<file path="config.mk">
export PLATFORM = sky130hd
export DESIGN_NAME = upar_slave_port
export DESIGN_NICKNAME = d
export VERILOG_FILES = /design/src/rtl/upsp_pkg.sv /design/src/rtl/upsp_sync.sv /design/src/rtl/upsp_edge.sv /design/src/rtl/upsp_flags.sv /design/src/rtl/upar_slave_port.sv
export SDC_FILE = /design/constraint.sdc
export NUM_CORES = 1
export LEC_CHECK = 0
export ABC_AREA = 1
export BUFFER_PORTS_ARGS = -buffer_cell sky130_fd_sc_hd__clkbuf_2
export CAP_MARGIN = 25
export CORE_UTILIZATION = 24
export CTS_CLUSTER_DIAMETER = 150
export CTS_CLUSTER_SIZE = 14
export DETAILED_ROUTE_END_ITERATION = 12
export GPL_TIMING_DRIVEN = 0
export PLACE_DENSITY_LB_ADDON = 0.25
export SLEW_MARGIN = 40
export SYNTH_ARGS = -nofsm -noshare
export SYNTH_HDL_FRONTEND = slang
export SYNTH_SLANG_ARGS = --single-unit
</file>
<file path="constraint.sdc">
create_clock -name clk -period 1.4 [get_ports clk]
set_input_delay 0.28 -clock clk [delete_from_list [all_inputs] [get_ports clk]]
set_output_delay 0.28 -clock clk [all_outputs]
set_load 0.03 [all_outputs]
</file>
<file path="src/rtl/upsp_pkg.sv">
`timescale 1ns/1ps
package upsp_pkg;
   // bit positions inside the control-pin direction vector
   localparam int DIR_RD = 0;
   localparam int DIR_WR = 1;
   localparam int DIR_CS = 2;
   localparam int DIR_W  = 3;

   typedef struct packed {
      logic cs_n;
      logic rd_n;
      logic wr_n;
   } strobe_t;
endpackage

</file>
<file path="src/rtl/upsp_sync.sv">
`timescale 1ns/1ps
module upsp_sync #(
   parameter int         W        = 3,
   parameter int         STAGES   = 2,
   parameter logic [W-1:0] RST_VAL = '1
) (
   input  logic         clk,
   input  logic         rst_n,
   input  logic [W-1:0] d_async,
   output logic [W-1:0] d_sync
);
   if (STAGES < 2) begin : g_bad_stages
      $error("upsp_sync: STAGES must be at least 2");
   end
   if (W < 1) begin : g_bad_w
      $error("upsp_sync: W must be positive");
   end

   logic [W-1:0] chain [STAGES];

   for (genvar s = 0; s < STAGES; s++) begin : g_stage
      if (s == 0) begin : g_first
         always_ff @(posedge clk or negedge rst_n) begin
            if (!rst_n) chain[s] <= RST_VAL;
            else        chain[s] <= d_async;
         end
      end else begin : g_next
         always_ff @(posedge clk or negedge rst_n) begin
            if (!rst_n) chain[s] <= RST_VAL;
            else        chain[s] <= chain[s-1];
         end
      end
   end

   assign d_sync = chain[STAGES-1];
endmodule

</file>
<file path="src/rtl/upsp_edge.sv">
`timescale 1ns/1ps
module upsp_edge (
   input  logic clk,
   input  logic rst_n,
   input  logic level,
   output logic rise,
   output logic fall
);
   logic level_q;

   always_ff @(posedge clk or negedge rst_n) begin
      if (!rst_n) level_q <= 1'b0;
      else        level_q <= level;
   end

   assign rise = level & ~level_q;
   assign fall = ~level & level_q;

   // an event pulse never lasts two cycles
   p_single_rise_r3: assert property (@(posedge clk) disable iff (!rst_n)
      rise |=> !rise);
endmodule

</file>
<file path="src/rtl/upsp_flags.sv">
`timescale 1ns/1ps
module upsp_flags #(
   parameter int DATA_W = 8
) (
   input  logic              clk,
   input  logic              rst_n,
   input  logic              wr_start,
   input  logic              rd_start,
   input  logic              rd_end,
   input  logic [DATA_W-1:0] ext_d_i,
   input  logic              host_wr,
   input  logic [DATA_W-1:0] host_wdata,
   input  logic              host_rd,
   input  logic              ovf_clr,
   input  logic              irq_clr,
   output logic [DATA_W-1:0] in_data,
   output logic [DATA_W-1:0] out_data,
   output logic              ibf,
   output logic              obf,
   output logic              ovf,
   output logic              irq
);
   always_ff @(posedge clk or negedge rst_n) begin
      if (!rst_n) begin
         in_data  <= '0;
         out_data <= '0;
         ibf      <= 1'b0;
         obf      <= 1'b0;
         ovf      <= 1'b0;
         irq      <= 1'b0;
      end else begin
         if (wr_start) in_data <= ext_d_i;
         if (host_wr)  out_data <= host_wdata;

         if (wr_start)     ibf <= 1'b1;
         else if (host_rd) ibf <= 1'b0;

         if (wr_start && ibf) ovf <= 1'b1;
         else if (ovf_clr)    ovf <= 1'b0;

         if (host_wr)     obf <= 1'b1;
         else if (rd_end) obf <= 1'b0;

         if (wr_start || rd_start) irq <= 1'b1;
         else if (irq_clr)         irq <= 1'b0;
      end
   end

   p_ibf_set_r4: assert property (@(posedge clk) disable iff (!rst_n)
      wr_start |=> ibf);
   p_ibf_clear_r4: assert property (@(posedge clk) disable iff (!rst_n)
      (host_rd && !wr_start) |=> !ibf);
   p_no_overflow_r5: assert property (@(posedge clk) disable iff (!rst_n)
      (wr_start && ibf) |=> ovf);
   p_ovf_sticky_r5: assert property (@(posedge clk) disable iff (!rst_n)
      (ovf && !ovf_clr) |=> ovf);
   p_obf_clear_r6: assert property (@(posedge clk) disable iff (!rst_n)
      (rd_end && !host_wr) |=> !obf);
   p_irq_on_xfer_r8: assert property (@(posedge clk) disable iff (!rst_n)
      (wr_start || rd_start) |=> irq);
   p_in_hold_r3: assert property (@(posedge clk) disable iff (!rst_n)
      !wr_start |=> $stable(in_data));
endmodule

</file>
<file path="src/rtl/upar_slave_port.sv">
`timescale 1ns/1ps
module upar_slave_port
   import upsp_pkg::*;
#(
   parameter int DATA_W      = 8,
   parameter int SYNC_STAGES = 2
) (
   input  logic              clk,
   input  logic              rst_n,
   input  logic              ext_cs_n,
   input  logic              ext_rd_n,
   input  logic              ext_wr_n,
   input  logic [DATA_W-1:0] ext_d_i,
   output logic [DATA_W-1:0] ext_d_o,
   output logic              ext_d_oe,
   input  logic              mode_en,
   input  logic [DIR_W-1:0]  ctl_dir,
   input  logic              host_wr,
   input  logic [DATA_W-1:0] host_wdata,
   input  logic              host_rd,
   output logic [DATA_W-1:0] in_data,
   output logic              ibf,
   output logic              obf,
   output logic              ovf,
   input  logic              ovf_clr,
   output logic              irq,
   input  logic              irq_clr
);
   localparam int STB_W = $bits(strobe_t);

   if (DATA_W < 1) begin : g_bad_dw
      $error("upar_slave_port: DATA_W must be positive");
   end

   strobe_t raw_stb, syn_stb;
   logic    port_on;
   logic    wr_act, rd_act;
   logic    wr_rise, wr_fall_unused, rd_rise, rd_fall;
   logic    wr_start, rd_start, rd_end;

   assign raw_stb = '{cs_n: ext_cs_n, rd_n: ext_rd_n, wr_n: ext_wr_n};
   assign port_on = mode_en & ctl_dir[DIR_RD] & ctl_dir[DIR_WR] & ctl_dir[DIR_CS];

   upsp_sync #(.W(STB_W), .STAGES(SYNC_STAGES), .RST_VAL('1)) u_sync (
      .clk     (clk),
      .rst_n   (rst_n),
      .d_async (raw_stb),
      .d_sync  (syn_stb)
   );

   assign wr_act = ~syn_stb.cs_n & ~syn_stb.wr_n;
   assign rd_act = ~syn_stb.cs_n & ~syn_stb.rd_n;

   upsp_edge u_wr_edge (
      .clk (clk), .rst_n (rst_n), .level (wr_act),
      .rise (wr_rise), .fall (wr_fall_unused)
   );
   upsp_edge u_rd_edge (
      .clk (clk), .rst_n (rst_n), .level (rd_act),
      .rise (rd_rise), .fall (rd_fall)
   );

   assign wr_start = wr_rise & port_on;
   assign rd_start = rd_rise & port_on;
   assign rd_end   = rd_fall & port_on;

   upsp_flags #(.DATA_W(DATA_W)) u_flags (
      .clk        (clk),
      .rst_n      (rst_n),
      .wr_start   (wr_start),
      .rd_start   (rd_start),
      .rd_end     (rd_end),
      .ext_d_i    (ext_d_i),
      .host_wr    (host_wr),
      .host_wdata (host_wdata),
      .host_rd    (host_rd),
      .ovf_clr    (ovf_clr),
      .irq_clr    (irq_clr),
      .in_data    (in_data),
      .out_data   (ext_d_o),
      .ibf        (ibf),
      .obf        (obf),
      .ovf        (ovf),
      .irq        (irq)
   );

   assign ext_d_oe = port_on & ~ext_cs_n & ~ext_rd_n;

   // a disabled port with no host activity keeps every flag
   p_hold_when_off_r9: assert property (@(posedge clk) disable iff (!rst_n)
      (!port_on && !host_wr && !host_rd && !ovf_clr && !irq_clr)
      |=> ($stable(ibf) && $stable(obf) && $stable(ovf) && $stable(irq)
           && $stable(in_data)));
   // no drive without chip select
   p_no_drive_cs_high_r7: assert property (@(posedge clk) disable iff (!rst_n)
      ext_cs_n |-> !ext_d_oe);
   // a write without chip select leaves the incoming latch alone
   p_cs_needed_r10: assert property (@(posedge clk) disable iff (!rst_n)
      (syn_stb.cs_n && !host_rd) |=> ($stable(in_data) && $stable(ibf)));
endmodule

</file>
==> metrics.md <==
| Metric | Value |
|---|---|
| Cell taking the most area after synthesis | dfrtp_1 |
| Drt pass-1 iters | 4 |
| Slowest cell on crit path | clkbuf_2 |
| Post-CTS Resized | 0 |
| Vias in the first global route | 768 |
| Total CTS buffers | 3 |
| Share of cells above drive strength 1 | 42.5% |
| Mapped Nets | 137 |
| # clock sinks | 28 |
| Final Skew | ~0.0083 ns |
| Area of the mapped netlist | 1070 um^2 |
| CTS root buffer | clkbuf_8 |
| Slew headroom | 55.5% |
| Clock slew seen by the registers of the worst setup and hold paths | about 0.090 ns |
| HP Class | input pin to asynchronous set/reset pin |
| Worst skew pair latency | approximately 0.27 ns |
| Layout Nets | 190 |
| Post-CTS Setup Bufs | 0 |
| Top post-synthesis cells by area | dfrtp_1 (51%), nand2_1 (17%), dfstp_2 (15%), nand3_1 (4.7%), inv_1 (2.1%) |
| Rows | 23 |
| WL/cell | approximately 10 um |
| Measured slew at the worst slew-check pin | 0.668 ns |
| Reg2Reg Launch Point | u_sync.d_sync[2]$_DFF_PN1_ |
| Via Count | 854 |
| Final Setup Violations | 0 |
| Max Cap Viol | 0 |
| ANT nets after route | 0 |
| Most used cell, CP | clkbuf_2 |
| Port-buffer cells | 48 |
| WP buf/inv | 2 |
| CTS tree | yes |
| Vias per cell | 4.07 |
| Yosys top cell area share | between 50% and 60% |
| CP cell instances | clkbuf_2 -> nand2_2 -> nor2_4 -> nor3b_2 -> clkbuf_2 |
| Die span in y | 68.8 um |
| Gr usage total | 9.68% |
| Synth Warn # | 0 |
| Gr ovfl total | 0 |
| Hold Fails Final Rpt | 0 |
| CP endpoint kind | output port |
| WS Path Type | input pin to output port |
| Crit path required time | about 1.1 ns |
| Fin Setup TNS | 0 ns |
| Crit path from | mode_en |
| Peak Freq | 0.771 GHz |
| Hold-fix buffers at CTS | 0 |
| Number of diodes | 0 |
| DRC Markers | 0 |
| Initial core utilization | between 20 and 30% |
| DRT Wirelength | 2100 um |
| Overall die width | 68.8 um |
| Hpwl dp | 1610 um |
| Core area | 4140 um^2 |
| Startpoint types | input pin |
| Critical path's top delay family | simple AND/OR/NAND/NOR gates |
| DRT iter0 DRCs | 26 |
| Netlist cell types | 16 |
| Initial antenna violation count | 0 |
| Max clock buf depth | 2 |
| Largest net degree at the start of global routing | 29 |
| Die footprint | 4730 um^2 |
| FF+latch count, synth | 28 |
| I/O pin cnt | 50 |
| Sequential element share of the synthesized area | 66.1% |
| Static leakage | 0.833 nW |
| CP max FO | 4 |
| Core Util, Final | 35.0% |
| Status | completed |
| Final-layout fill cell count | 456 |
| Syn Area/Cell | 9.92 um^2 |
| Crit path DAT | 1.02 ns |
| Fin crit share | between 90% and 100% |
| P&R area growth vs syn | 35.4% |
| Peak VDD IR | 0.632 mV |
| RSZ-0062 raised after global routing | no |
| Min cycle time layout | 1.30 ns |
| Syn Inst Count | 108 |
| Max incr delay on CP | 0.22 ns |
| Slew Limit Fails | 0 |
| First-pass GRT wire length | 3310 um |
| GPL Wtd Cong | 0.637 |
| H-tree Lvls | 1 |
| PwrDens | 1300 nW/um^2 |
-- Yosys cell counts --
cell and instances:
nand3_1 10, inv_2 2, buf_6 1, dfstp_2 6, nor2_1 3, buf_2 1
clkinv_1 1, inv_1 6, nor3b_1 1, nor2_8 1, o21ai_0 1, nand2_2 2
dfrtp_1 22, nor2_4 1, nand2_1 49, nand2_4 1
-- placed cells by master (no fill, tap or decap), drive strengths merged --
master,n
bufinv,1
clkbuf,51
dfstp,6
nand3,10
clkinv,1
nor3b,1
nand2,52
dfrtp,22
nor2,5
buf,2
inv,8
o21ai,1
-- metal layers --
layer | vias to the layer above | global-route usage [%] | wire (um)
li1 | 431 | - | -
met1 | 376 | 11.0 | 961
met2 | 45 | 16.5 | 917
met3 | 2 | 4.44 | 204
met4 | 0 | 2.30 | 12
met5 | - | 0 | 0
-- cell type report --
type / count / area, um^2 / share of cell area, %
multi-input combinational: 69 / 318 / 21.9
clock inverter: 1 / 30.0 / 2.07
clock buffer: 3 / 41.3 / 2.85
buffer: 2 / 16.3 / 1.12
timing repair buffer: 48 / 240 / 16.6
sequential: 28 / 708 / 48.8
tap: 50 / 62.6 / 4.31
inverter: 9 / 33.8 / 2.33
-- worst reg2reg max path: cells and delay by family (launching register included) --
family                 cells  cell delay [ns]
and+or+nand+nor            3             0.29
buffers and inverters      1             0.04
AOI/OAI and AO/OA          1             0.10
DFF                        1             0.54
-- through the flow --
step | area (um^2) | instances | setup slack [ns] | total power, mW | hold WS [ns]
detailed placement | 1380 | 206 | 0.0934 | 1.28 | 0.347
global route | 1450 | 210 | 0.0490 | 1.98 | 0.0625
CTS | 1450 | 210 | 0.0911 | 1.91 | 0.0523
floorplan | 1080 | 108 | 0.165 | 1.14 | -0.0156
global placement | 1380 | 206 | 0.107 | 1.28 | 0.347
finish | 1450 | 210 | 0.103 | 1.88 | 0.0278
-- worst paths after layout --
check                                             endpoint  slack (ns)  cells past startpoint
setup reg to reg                   u_flags.ibf$_DFFE_PN0P_        0.31                      5
max in group asynchronous   u_flags.in_data[2]$_DFFE_PN0P_        0.94                      1
setup / recovery                                  ext_d_oe        0.10                      5
min in group clk                 u_sync.chain[3]$_DFF_PN1_        0.08                      1
hold reg to reg                 u_sync.d_sync[0]$_DFF_PN1_        0.36                      0
hold / removal             u_flags.out_data[1]$_DFFE_PN0P_        0.03                      1
-- power by group --
part	internal (mW)	total (mW)	switching, mW
registers	0.888	0.928	0.0395
clock network	0.382	0.616	0.234
logic	0.103	0.334	0.232
total	1.37	1.88	0.505
-- cell families after synthesis --
group / synth area share (%)
AND/OR/NAND/NOR: 28.7
flip-flops: 66.1
AO/OA/AOI/OAI: 0.467
buffers and inverters: 4.67
-- sequential cells by signal (all words and copies together), names as in the netlist --
| name | count |
|---|---|
| u_flags.in_data | 8 |
| u_flags.ovf | 1 |
| u_rd_edge.level_q | 1 |
| u_flags.out_data | 8 |
| u_sync.d_sync | 3 |
| u_flags.obf | 1 |
| u_wr_edge.level_q | 1 |
| u_flags.ibf | 1 |
| u_sync.chain | 3 |
| u_flags.irq | 1 |
(Power assumes the default switching activity.)
